`src/rtl/dspi_pkg.sv`:
```
package dspi_pkg;
  localparam int unsigned BYTE_W = 8;
  typedef logic [BYTE_W-1:0] dbyte_t;

  function automatic logic op_known(dbyte_t op);
    case (op)
      8'h00, 8'h01, 8'h2A, 8'h2B, 8'h2C, 8'h3A: return 1'b1;
      default:                                  return 1'b0;
    endcase
  endfunction
endpackage

```
`src/rtl/dspi_sync.sv`:
```
module dspi_sync #(
  parameter int unsigned W      = 1,
  parameter int unsigned STAGES = 2,
  parameter logic [W-1:0] RST_VAL = '0
) (
  input  logic         clk_i,
  input  logic         rst_ni,
  input  logic [W-1:0] d_i,
  output logic [W-1:0] q_o
);
  logic [STAGES-1:0][W-1:0] stg_q;

  always_ff @(posedge clk_i or negedge rst_ni) begin
    if (!rst_ni) stg_q <= {STAGES{RST_VAL}};
    else         stg_q <= {stg_q[STAGES-2:0], d_i};
  end

  assign q_o = stg_q[STAGES-1];
endmodule

```
`src/rtl/dspi_byte_rx.sv`:
```
module dspi_byte_rx
  import dspi_pkg::*;
(
  input  logic   clk_i,
  input  logic   rst_ni,
  input  logic   cs_s_i,
  input  logic   sclk_s_i,
  input  logic   sdi_s_i,
  input  logic   dc_s_i,
  output logic   byte_vld_o,
  output dbyte_t byte_o,
  output logic   is_data_o
);
  localparam int unsigned BC_W = $clog2(BYTE_W);

  logic            sclk_q, bit_q, bit_vld_q;
  logic [BC_W-1:0] cnt_q;
  dbyte_t          shreg_q;
  logic            rise, fall;

  assign rise = sclk_s_i & ~sclk_q;
  assign fall = ~sclk_s_i & sclk_q;

  always_ff @(posedge clk_i or negedge rst_ni) begin
    if (!rst_ni) begin
      sclk_q     <= 1'b0;
      bit_q      <= 1'b0;
      bit_vld_q  <= 1'b0;
      cnt_q      <= '0;
      shreg_q    <= '0;
      byte_vld_o <= 1'b0;
      byte_o     <= '0;
      is_data_o  <= 1'b0;
    end else begin
      sclk_q     <= sclk_s_i;
      byte_vld_o <= 1'b0;
      if (cs_s_i) begin
        bit_vld_q <= 1'b0;
        cnt_q     <= '0;
      end else if (rise) begin
        bit_q     <= sdi_s_i;
        bit_vld_q <= 1'b1;
      end else if (fall && bit_vld_q) begin
        bit_vld_q <= 1'b0;
        if (cnt_q == BC_W'(BYTE_W-1)) begin
          cnt_q      <= '0;
          byte_vld_o <= 1'b1;
          byte_o     <= {shreg_q[BYTE_W-2:0], bit_q};
          is_data_o  <= dc_s_i;
        end else begin
          cnt_q   <= cnt_q + BC_W'(1);
          shreg_q <= {shreg_q[BYTE_W-2:0], bit_q};
        end
      end
    end
  end

  p_cs_blocks_r3: assert property (@(posedge clk_i) disable iff (!rst_ni)
    cs_s_i |=> !byte_vld_o);
  p_single_byte_strobe_r1: assert property (@(posedge clk_i) disable iff (!rst_ni)
    byte_vld_o |=> !byte_vld_o);
  p_byte_on_fall_r1: assert property (@(posedge clk_i) disable iff (!rst_ni)
    byte_vld_o |-> $past(sclk_q) && !sclk_q);
endmodule

```
`src/rtl/dspi_txn_grp.sv`:
```
module dspi_txn_grp
  import dspi_pkg::*;
#(
  parameter int unsigned MAX_PARAMS = 128,
  parameter int unsigned ORPH_W     = 8,
  localparam int unsigned CNT_W = $clog2(MAX_PARAMS + 1),
  localparam int unsigned IDX_W = $clog2(MAX_PARAMS)
) (
  input  logic             clk_i,
  input  logic             rst_ni,
  input  logic             byte_vld_i,
  input  dbyte_t           byte_i,
  input  logic             is_data_i,
  output logic             txn_vld_o,
  output dbyte_t           txn_op_o,
  output logic [CNT_W-1:0] txn_cnt_o,
  output logic             txn_ovf_o,
  output logic             txn_known_o,
  input  logic [IDX_W-1:0] rd_idx_i,
  output dbyte_t           rd_data_o,
  output logic [ORPH_W-1:0] orphan_cnt_o
);
  localparam int unsigned DEPTH = 2 * MAX_PARAMS;
  localparam int unsigned AW    = $clog2(DEPTH);

  logic             open_q, ovf_q, bank_q;
  dbyte_t           op_q;
  logic [CNT_W-1:0] cnt_q;
  logic [ORPH_W-1:0] orphan_q;
  dbyte_t           mem_q [DEPTH];
  logic             full, wr_en;
  logic [AW-1:0]    wr_addr, rd_addr;

  assign full    = (cnt_q == CNT_W'(MAX_PARAMS));
  assign wr_en   = byte_vld_i & is_data_i & open_q & ~full;
  // two banks: writer fills bank_q, reader sees the other (last closed) one
  assign wr_addr = AW'(bank_q ? MAX_PARAMS : 0) + AW'(cnt_q);
  assign rd_addr = AW'(bank_q ? 0 : MAX_PARAMS) + AW'(rd_idx_i);

  always_ff @(posedge clk_i) begin
    if (wr_en) mem_q[wr_addr] <= byte_i;
  end

  assign rd_data_o    = mem_q[rd_addr];
  assign orphan_cnt_o = orphan_q;

  always_ff @(posedge clk_i or negedge rst_ni) begin
    if (!rst_ni) begin
      open_q      <= 1'b0;
      ovf_q       <= 1'b0;
      bank_q      <= 1'b0;
      op_q        <= '0;
      cnt_q       <= '0;
      orphan_q    <= '0;
      txn_vld_o   <= 1'b0;
      txn_op_o    <= '0;
      txn_cnt_o   <= '0;
      txn_ovf_o   <= 1'b0;
      txn_known_o <= 1'b0;
    end else begin
      txn_vld_o <= 1'b0;
      if (byte_vld_i) begin
        if (!is_data_i) begin
          if (open_q) begin
            txn_vld_o   <= 1'b1;
            txn_op_o    <= op_q;
            txn_cnt_o   <= cnt_q;
            txn_ovf_o   <= ovf_q;
            txn_known_o <= op_known(op_q);
            bank_q      <= ~bank_q;
          end
          open_q <= 1'b1;
          op_q   <= byte_i;
          cnt_q  <= '0;
          ovf_q  <= 1'b0;
        end else if (open_q) begin
          if (full) ovf_q <= 1'b1;
          else      cnt_q <= cnt_q + CNT_W'(1);
        end else if (orphan_q != '1) begin
          orphan_q <= orphan_q + ORPH_W'(1);
        end
      end
    end
  end

  p_cnt_cap_r6: assert property (@(posedge clk_i) disable iff (!rst_ni)
    cnt_q <= CNT_W'(MAX_PARAMS));
  p_ovf_full_r6: assert property (@(posedge clk_i) disable iff (!rst_ni)
    (txn_vld_o && txn_ovf_o) |-> txn_cnt_o == CNT_W'(MAX_PARAMS));
  p_close_on_cmd_r5: assert property (@(posedge clk_i) disable iff (!rst_ni)
    txn_vld_o |-> $past(byte_vld_i && !is_data_i));
  p_single_close_r5: assert property (@(posedge clk_i) disable iff (!rst_ni)
    txn_vld_o |=> !txn_vld_o);
  p_no_close_before_open_r10: assert property (@(posedge clk_i) disable iff (!rst_ni)
    !open_q |-> !txn_vld_o && cnt_q == '0);
  p_orphan_frozen_r10: assert property (@(posedge clk_i) disable iff (!rst_ni)
    open_q |=> $stable(orphan_q));
endmodule

```
`src/rtl/dspi_frame_mon.sv`:
```
module dspi_frame_mon
  import dspi_pkg::*;
#(
  parameter int unsigned MAX_PARAMS  = 128,
  parameter int unsigned ORPH_W      = 8,
  parameter int unsigned SYNC_STAGES = 2,
  localparam int unsigned CNT_W = $clog2(MAX_PARAMS + 1),
  localparam int unsigned IDX_W = $clog2(MAX_PARAMS)
) (
  input  logic              clk_i,
  input  logic              rst_ni,
  input  logic              cs_ni,
  input  logic              sclk_i,
  input  logic              sdi_i,
  input  logic              dc_i,
  output logic              byte_vld_o,
  output logic [7:0]        byte_o,
  output logic              byte_is_data_o,
  output logic              txn_vld_o,
  output logic [7:0]        txn_op_o,
  output logic [CNT_W-1:0]  txn_cnt_o,
  output logic              txn_ovf_o,
  output logic              txn_known_o,
  input  logic [IDX_W-1:0]  rd_idx_i,
  output logic [7:0]        rd_data_o,
  output logic [ORPH_W-1:0] orphan_cnt_o
);
  logic [3:0] link_s;

  // bit order {dc, sdi, sclk, cs}; select idles high
  dspi_sync #(.W(4), .STAGES(SYNC_STAGES), .RST_VAL(4'b0001)) i_sync (
    .clk_i (clk_i),
    .rst_ni(rst_ni),
    .d_i   ({dc_i, sdi_i, sclk_i, cs_ni}),
    .q_o   (link_s)
  );

  dbyte_t rx_byte;
  logic   rx_vld, rx_is_data;

  dspi_byte_rx i_byte_rx (
    .clk_i     (clk_i),
    .rst_ni    (rst_ni),
    .cs_s_i    (link_s[0]),
    .sclk_s_i  (link_s[1]),
    .sdi_s_i   (link_s[2]),
    .dc_s_i    (link_s[3]),
    .byte_vld_o(rx_vld),
    .byte_o    (rx_byte),
    .is_data_o (rx_is_data)
  );

  assign byte_vld_o     = rx_vld;
  assign byte_o         = rx_byte;
  assign byte_is_data_o = rx_is_data;

  dspi_txn_grp #(.MAX_PARAMS(MAX_PARAMS), .ORPH_W(ORPH_W)) i_txn_grp (
    .clk_i       (clk_i),
    .rst_ni      (rst_ni),
    .byte_vld_i  (rx_vld),
    .byte_i      (rx_byte),
    .is_data_i   (rx_is_data),
    .txn_vld_o   (txn_vld_o),
    .txn_op_o    (txn_op_o),
    .txn_cnt_o   (txn_cnt_o),
    .txn_ovf_o   (txn_ovf_o),
    .txn_known_o (txn_known_o),
    .rd_idx_i    (rd_idx_i),
    .rd_data_o   (rd_data_o),
    .orphan_cnt_o(orphan_cnt_o)
  );
endmodule

```
`config.mk`:
```
export PLATFORM = sky130hd
export DESIGN_NAME = dspi_frame_mon
export DESIGN_NICKNAME = d
export VERILOG_FILES = /design/src/rtl/dspi_pkg.sv /design/src/rtl/dspi_sync.sv /design/src/rtl/dspi_byte_rx.sv /design/src/rtl/dspi_txn_grp.sv /design/src/rtl/dspi_frame_mon.sv
export SDC_FILE = /design/constraint.sdc
export NUM_CORES = 2
export LEC_CHECK = 0
export ABC_AREA = 1
export BUFFER_PORTS_ARGS = -buffer_cell sky130_fd_sc_hd__buf_4
export CORE_MARGIN = 1
export CORE_UTILIZATION = 40
export CTS_BUF_LIST = sky130_fd_sc_hd__clkbuf_4
export CTS_CLUSTER_DIAMETER = 80
export DETAILED_ROUTE_END_ITERATION = 10
export REMOVE_ABC_BUFFERS = 1
export SLEW_MARGIN = 0
export SYNTH_ARGS = -nofsm -noshare
export SYNTH_HDL_FRONTEND = slang
export SYNTH_SLANG_ARGS = --single-unit
```
`constraint.sdc`:
```
create_clock -name clk_i -period 5 [get_ports clk_i]
set_input_delay 1 -clock clk_i [delete_from_list [all_inputs] [get_ports clk_i]]
set_output_delay 1 -clock clk_i [all_outputs]
set_load 0.05 [all_outputs]
```
After elaboration in Yosys (flattened, before gate mapping)
Memories as Yosys holds them, arrays and structs flattened.
Cells that the tools add are included.
{"block": "op_classes", "n_addsub": 5, "n_eq_ne": 12, "mux": 25, "bitwise_logic": 14, "reduce_logical": 14}
{"op": "8-bit two-way mux", "n": 5}
{"op": "8-bit by 6-bit == test with 1-bit output (second input constant)", "n": 4}
{"op": "8-bit by 1-bit adder with 8-bit output (second input constant)", "n": 2}
{"op": "1-bit two-way mux", "n": 16}
{"op": "3-bit two-way mux", "n": 4}
{"op": "4-bit AND reduction", "n": 3}
{"op": "1-bit NOT", "n": 9}
{"op": "3-bit AND reduction", "n": 3}
{"op": "8-bit by 7-bit adder with 8-bit output", "n": 1}
{"op": "8-bit adder", "n": 1}
{"op": "8-bit by 1-bit == test with 1-bit output (second input constant)", "n": 1}
{"op": "8-bit == test (second input constant)", "n": 1}
{"op": "8-bit logical NOT", "n": 1}
{"op": "8-bit != test (second input constant)", "n": 1}
{"op": "2-bit AND reduction", "n": 3}
{"op": "6-bit OR reduction", "n": 1}
{"op": "1-bit AND", "n": 5}
{"op": "2-bit by 1-bit != test with 1-bit output (second input constant)", "n": 2}
{"op": "2-bit != test (second input constant)", "n": 2}
{"op": "3-bit by 1-bit adder with 3-bit output (second input constant)", "n": 1}
{"op": "3-bit == test (second input constant)", "n": 1}
{"op": "3-bit nonzero test", "n": 1}
{"op": "2-bit nonzero test", "n": 1}
{"op": "1-bit logical AND", "n": 1}
{"block": "word_totals", "regBits": 77, "mem_bits_rw": 2048, "input_bits": 13, "output_inout_bits": 45, "mem_count": 1}
{"name": "i_txn_grp.mem_q", "depth": 256, "width": 8, "read_ports": 1, "rd_clocked_by_memory_dff": 0, "wr": 1, "line": "dspi_txn_grp.sv:30", "rtl": "dbyte_t mem_q [DEPTH];"}

Longest topological paths before layout
{"block": "logic_depth", "ltp_word": 6, "ltp_mapped": 15, "mapped_depth_nobuf": 13}

Cells and area by module
A second synthesis with hierarchy kept.
{"block": "unflattened", "hier_cells": 7268, "hier_area_um2": 86396.6}
{"module": "dspi_txn_grp", "instances": 1, "cells_per_inst": 7151, "area_each_um2": 85135.4, "seq_area_each_um2": 62650.1}
{"module": "dspi_byte_rx", "instances": 1, "cells_per_inst": 105, "area_each_um2": 1028.5, "seq_area_each_um2": 575.6}
{"module": "dspi_sync", "instances": 1, "cells_per_inst": 12, "area_each_um2": 232.7, "seq_area_each_um2": 202.7}

Worst setup path after synthesis
OpenSTA, ideal clock, no wires.
{"block": "synth_timing", "path_type": "reg-to-output", "start": "reg i_byte_rx.byte_o[0]", "end": "out byte_o[0]", "arrival_ps": 3495, "required_time_ps": 4000, "slack_ps": 505, "path_stages_with_launch": 1, "path_buffers": 0, "path_cell_list": "dfrtp_1"}
{"element": "start: declaration", "line": "dspi_byte_rx.sv:11", "rtl": "output dbyte_t byte_o,"}
{"element": "start signal: assignment", "line": "dspi_byte_rx.sv:48", "rtl": "byte_o <= {shreg_q[BYTE_W-2:0], bit_q};"}
{"element": "end: declaration", "line": "dspi_frame_mon.sv:17", "rtl": "output logic [7:0] byte_o,"}
No word-level cell between the ends.

Final worst setup path
{"block": "layout_timing", "start": "in rd_idx_i[0]", "end": "out rd_data_o[3]"}
{"block": "layout_via", "elab_chain_len": 2}
{"element": "start: declaration", "line": "dspi_frame_mon.sv:24", "rtl": "input logic [IDX_W-1:0] rd_idx_i,"}
{"element": "8-bit by 7-bit adder with 8-bit output", "line": "dspi_txn_grp.sv:38", "rtl": "assign rd_addr = AW'(bank_q ? 0 : MAX_PARAMS) + AW'(rd_idx_i);"}
{"element": "memory read 256 x 8 bit"}
{"element": "end: declaration", "line": "dspi_frame_mon.sv:25", "rtl": "output logic [7:0] rd_data_o,"}
No other way between the ends.

==> results.yml <==
clock_network:
  clkLatencyLatePin_ns: 1.39
  cts_tree: "done"
  postCtsSetupBuffers: 0
  clockBufferDepth: 4
  htreeDepth: 6
  cts-root-buf: "clkbuf_4"
  cts_buffers: 568
  clock-sinks: 2125
  cts.reportedPaths.clkPinSlew_ns: 0.06
routing:
  met2_length_um: 113000
  drt_drc_violations_left: 0
  met1Wirelength_um: 104000
  vias: 59260
  detail_route.wl_per_cell_um: 23.0
  top_layer_used: "met5"
  firstDrtPassIters: 6
  wl_met3_um: 23100
  drt-vias-per-instance: 5.48
  drtAntennaViolNets: 0
  drtIter0Drc: 7359
  wl_um: 249000
sta:
  rsz0062_at_grt: "false"
  setup_viol: 0
  drv_slew: 0
  skew_ns: 0.0898
  fmax_ghz: 0.202
  finalHoldViolations: 0
  min_period_over_period_pct: 99.2
  slew_headroom_pct: 23.9
  finalWorstSetupSlack_ns: 0.0388
  tightestPinTransition_ns: 1.14
  fin_crit_ns: 4.96
worst_setup_path:
  start_kind: "input port"
  crit_path_max_fanout: 58
  path_class: "input port to output port"
  arrival_ns: 3.96
  critPathRequiredTime_ns: 4.00
  setup.worst_path.end_class: "output port"
logic_synthesis:
  async_reset_ff_share_pct: 3.62
  netlist_top_cells_area: "edfxtp_1, nand3_1, nand2_1"
  ys_seq_elements: 2125
  synth_edf_count: 2048
  synth_top_area_cell: "edfxtp_1"
  synth.top_cells.by_count: "nand2_1, edfxtp_1, nand3_1"
  ys_types: 38
  yosys_warnings: 0
  netlist_instances: 7244
  netlist_area_um2: 86200
  synth_most_common_cell: "nand2_1"
  seq_area_frac_synth_pct: 73.6
  synth_top_area_share_pct: 71.3
  ys.flop_type: "edfxtp_1"
  synth.avg_cell_area_um2: 11.9
global_routing:
  grt_pass1_vias: 57392
  overflow: 0
  grt_pass1_wl_um: 368000
  grt_max_degree: 170
  grtUsageTotal_pct: 22.6
  antenna_found_initial: 13
finish:
  areaGrowthSynthToFinish_pct: 12.7
  multi_input_area_um2: 20200
  fin_cells: 10820
  n_fill_cell: 19695
  seqCellArea_um2: 63500
  fin_nets: 7639
  final_area_um2: 97200
  final_util_pct: 45.3
  drive_gt1_share_pct: 14.8
floorplan:
  die_y_um: 466
  dieWidth_um: 466
  pin_count: 58
  die_area_um2: 217000
  core-area_um2: 214000
  rows: 170
  initial_core_util_pct: 40.2
power:
  ir_drop_uv: 189
  p_per_area_nw_per_um2: 368
  p_leak_nw: 35.5
  totalPowerFinal_mw: 35.8
place:
  place_inst: 9881
  dp_slack_ns: -0.0140
  place_congestion: 0.861
  hpwl_um: 143000
  placed_area_um2: 90400
  port_buffers: 57
status:
  status: "completed"
run:
  max-cap-violations: 0
worst_hold_path:
  hold_class: "input port to register"
==> state kept, by name (all words and copies together) (netlist names) <==
name	flops
i_byte_rx.bit_q	1
i_byte_rx.shreg_q	7
i_sync.stg_q	4
i_byte_rx.byte_vld_o	1
i_sync.q_o	4
i_txn_grp.txn_ovf_o	1
i_byte_rx.byte_o	8
i_txn_grp.txn_cnt_o	8
i_byte_rx.bit_vld_q	1
i_txn_grp.mem_q	2048
i_txn_grp.op_q	8
i_txn_grp.txn_known_o	1
i_txn_grp.cnt_q	8
i_byte_rx.is_data_o	1
i_byte_rx.cnt_q	3
i_byte_rx.sclk_q	1
i_txn_grp.bank_q	1
i_txn_grp.orphan_cnt_o	8
i_txn_grp.txn_op_o	8
i_txn_grp.ovf_q	1
i_txn_grp.open_q	1
i_txn_grp.txn_vld_o	1
==> kinds of logic (layout without fill, tap and decap cells) <==
family / count (synthesis) / after routing / synth area share, %
compound gates: 57 / 57 / 0.338
xor+xnor: 8 / 8 / 0.0813
fa+ha+maj: 7 / 7 / 0.102
buf+inv: 538 / 1264 / 3.05
flops: 2125 / 2125 / 73.6
mux: 3 / 3 / 0.0377
other cells: 0 / 12 / 0
simple gates: 4506 / 4506 / 22.8
==> worst max-delay path, cell delays in order <==
cell and delay, ns:
buf_8 0.18, inv_16 0.30, buf_12 0.31, nand2_1 0.11, nand3_1 0.08, nand3_1 0.10, nand3_1 0.16, nand3_1 0.18
nand3_1 0.31, nand3_1 0.31, nand2_1 0.18, nand2_1 0.11, nand2_2 0.24, buf_4 0.24
==> cells in the final DEF (no fill, tap or decap), types with 42 or more instances in the layout <==
cell type,netlist,routed
nand3_1,2025,2024
buf_12,0,64
nand2_1,2174,2173
nor2_1,263,263
clkbuf_4,1,802
inv_1,44,42
buf_4,49,219
dfrtp_1,75,67
clkinv_1,1,87
edfxtp_1,2048,2048
==> through the flow <==
step | hold WS (ns) | TNS (ns)
final | 0.343 | 0
after global routing | 0.244 | 0
after floorplan | 0.331 | -23.15
after global placement | 0.334 | -0.0268
after CTS | 0.212 | 0
after detailed placement | 0.338 | -0.0140
==> worst paths after layout <==
| kind | start | to | slack, ns | depth (start not counted) |
|---|---|---|---|---|
| hold / removal | dc_i | i_sync.stg_q[3]$_DFF_PN0_ | 0.34 | 2 |
| setup / recovery | rd_idx_i[0] | rd_data_o[3] | 0.04 | 14 |
| setup reg to reg | i_txn_grp.bank_q$_DFFE_PN0P_ | i_txn_grp.mem_q[190][0]$_DFFE_PP_ | 1.02 | 6 |
| max in group asynchronous | rst_ni | i_byte_rx.byte_o[1]$_DFFE_PN0P_ | 3.90 | 2 |
| min in group asynchronous | rst_ni | i_txn_grp.bank_q$_DFFE_PN0P_ | 0.36 | 2 |
| hold reg to reg | i_sync.stg_q[1]$_DFF_PN0_ | i_sync.q_o[1]$_DFF_PN0_ | 0.35 | 0 |
==> repair_timing <==
action,in CTS,in global routing
hold buffers,5,0
resized for setup,1,1
endpoints found under the hold margin,79,0
setup endpoints to repair,1,1
cloned,0,1
==> cell type report <==
class | instances | area share, %
clock inverter | 119 | 0.662
tap | 2838 | 3.65
sequential | 2125 | 65.3
antenna | 12 | 0.0309
timing repair buffer | 293 | 3.16
multi-input combinational | 4581 | 20.8
clock buffer | 802 | 6.20
inverter | 50 | 0.228
==> power by group <==
group          leakage [nW]  total [mW]  internal [mW]  switching [mW]
Clock                  4.03        14.7           7.68            7.04
Sequential             20.0        19.2           19.2         0.00579
Combinational          11.4        1.84          0.535            1.31
Total                  35.5        35.8           27.4            8.35
==> metal layers <==
metal,GRT usage [%],vias to the layer above
li1,-,26819
met1,31.4,29020
met2,34.4,2929
met3,4.87,484
met4,9.60,8
met5,0,-
(Power assumes the default switching activity.)
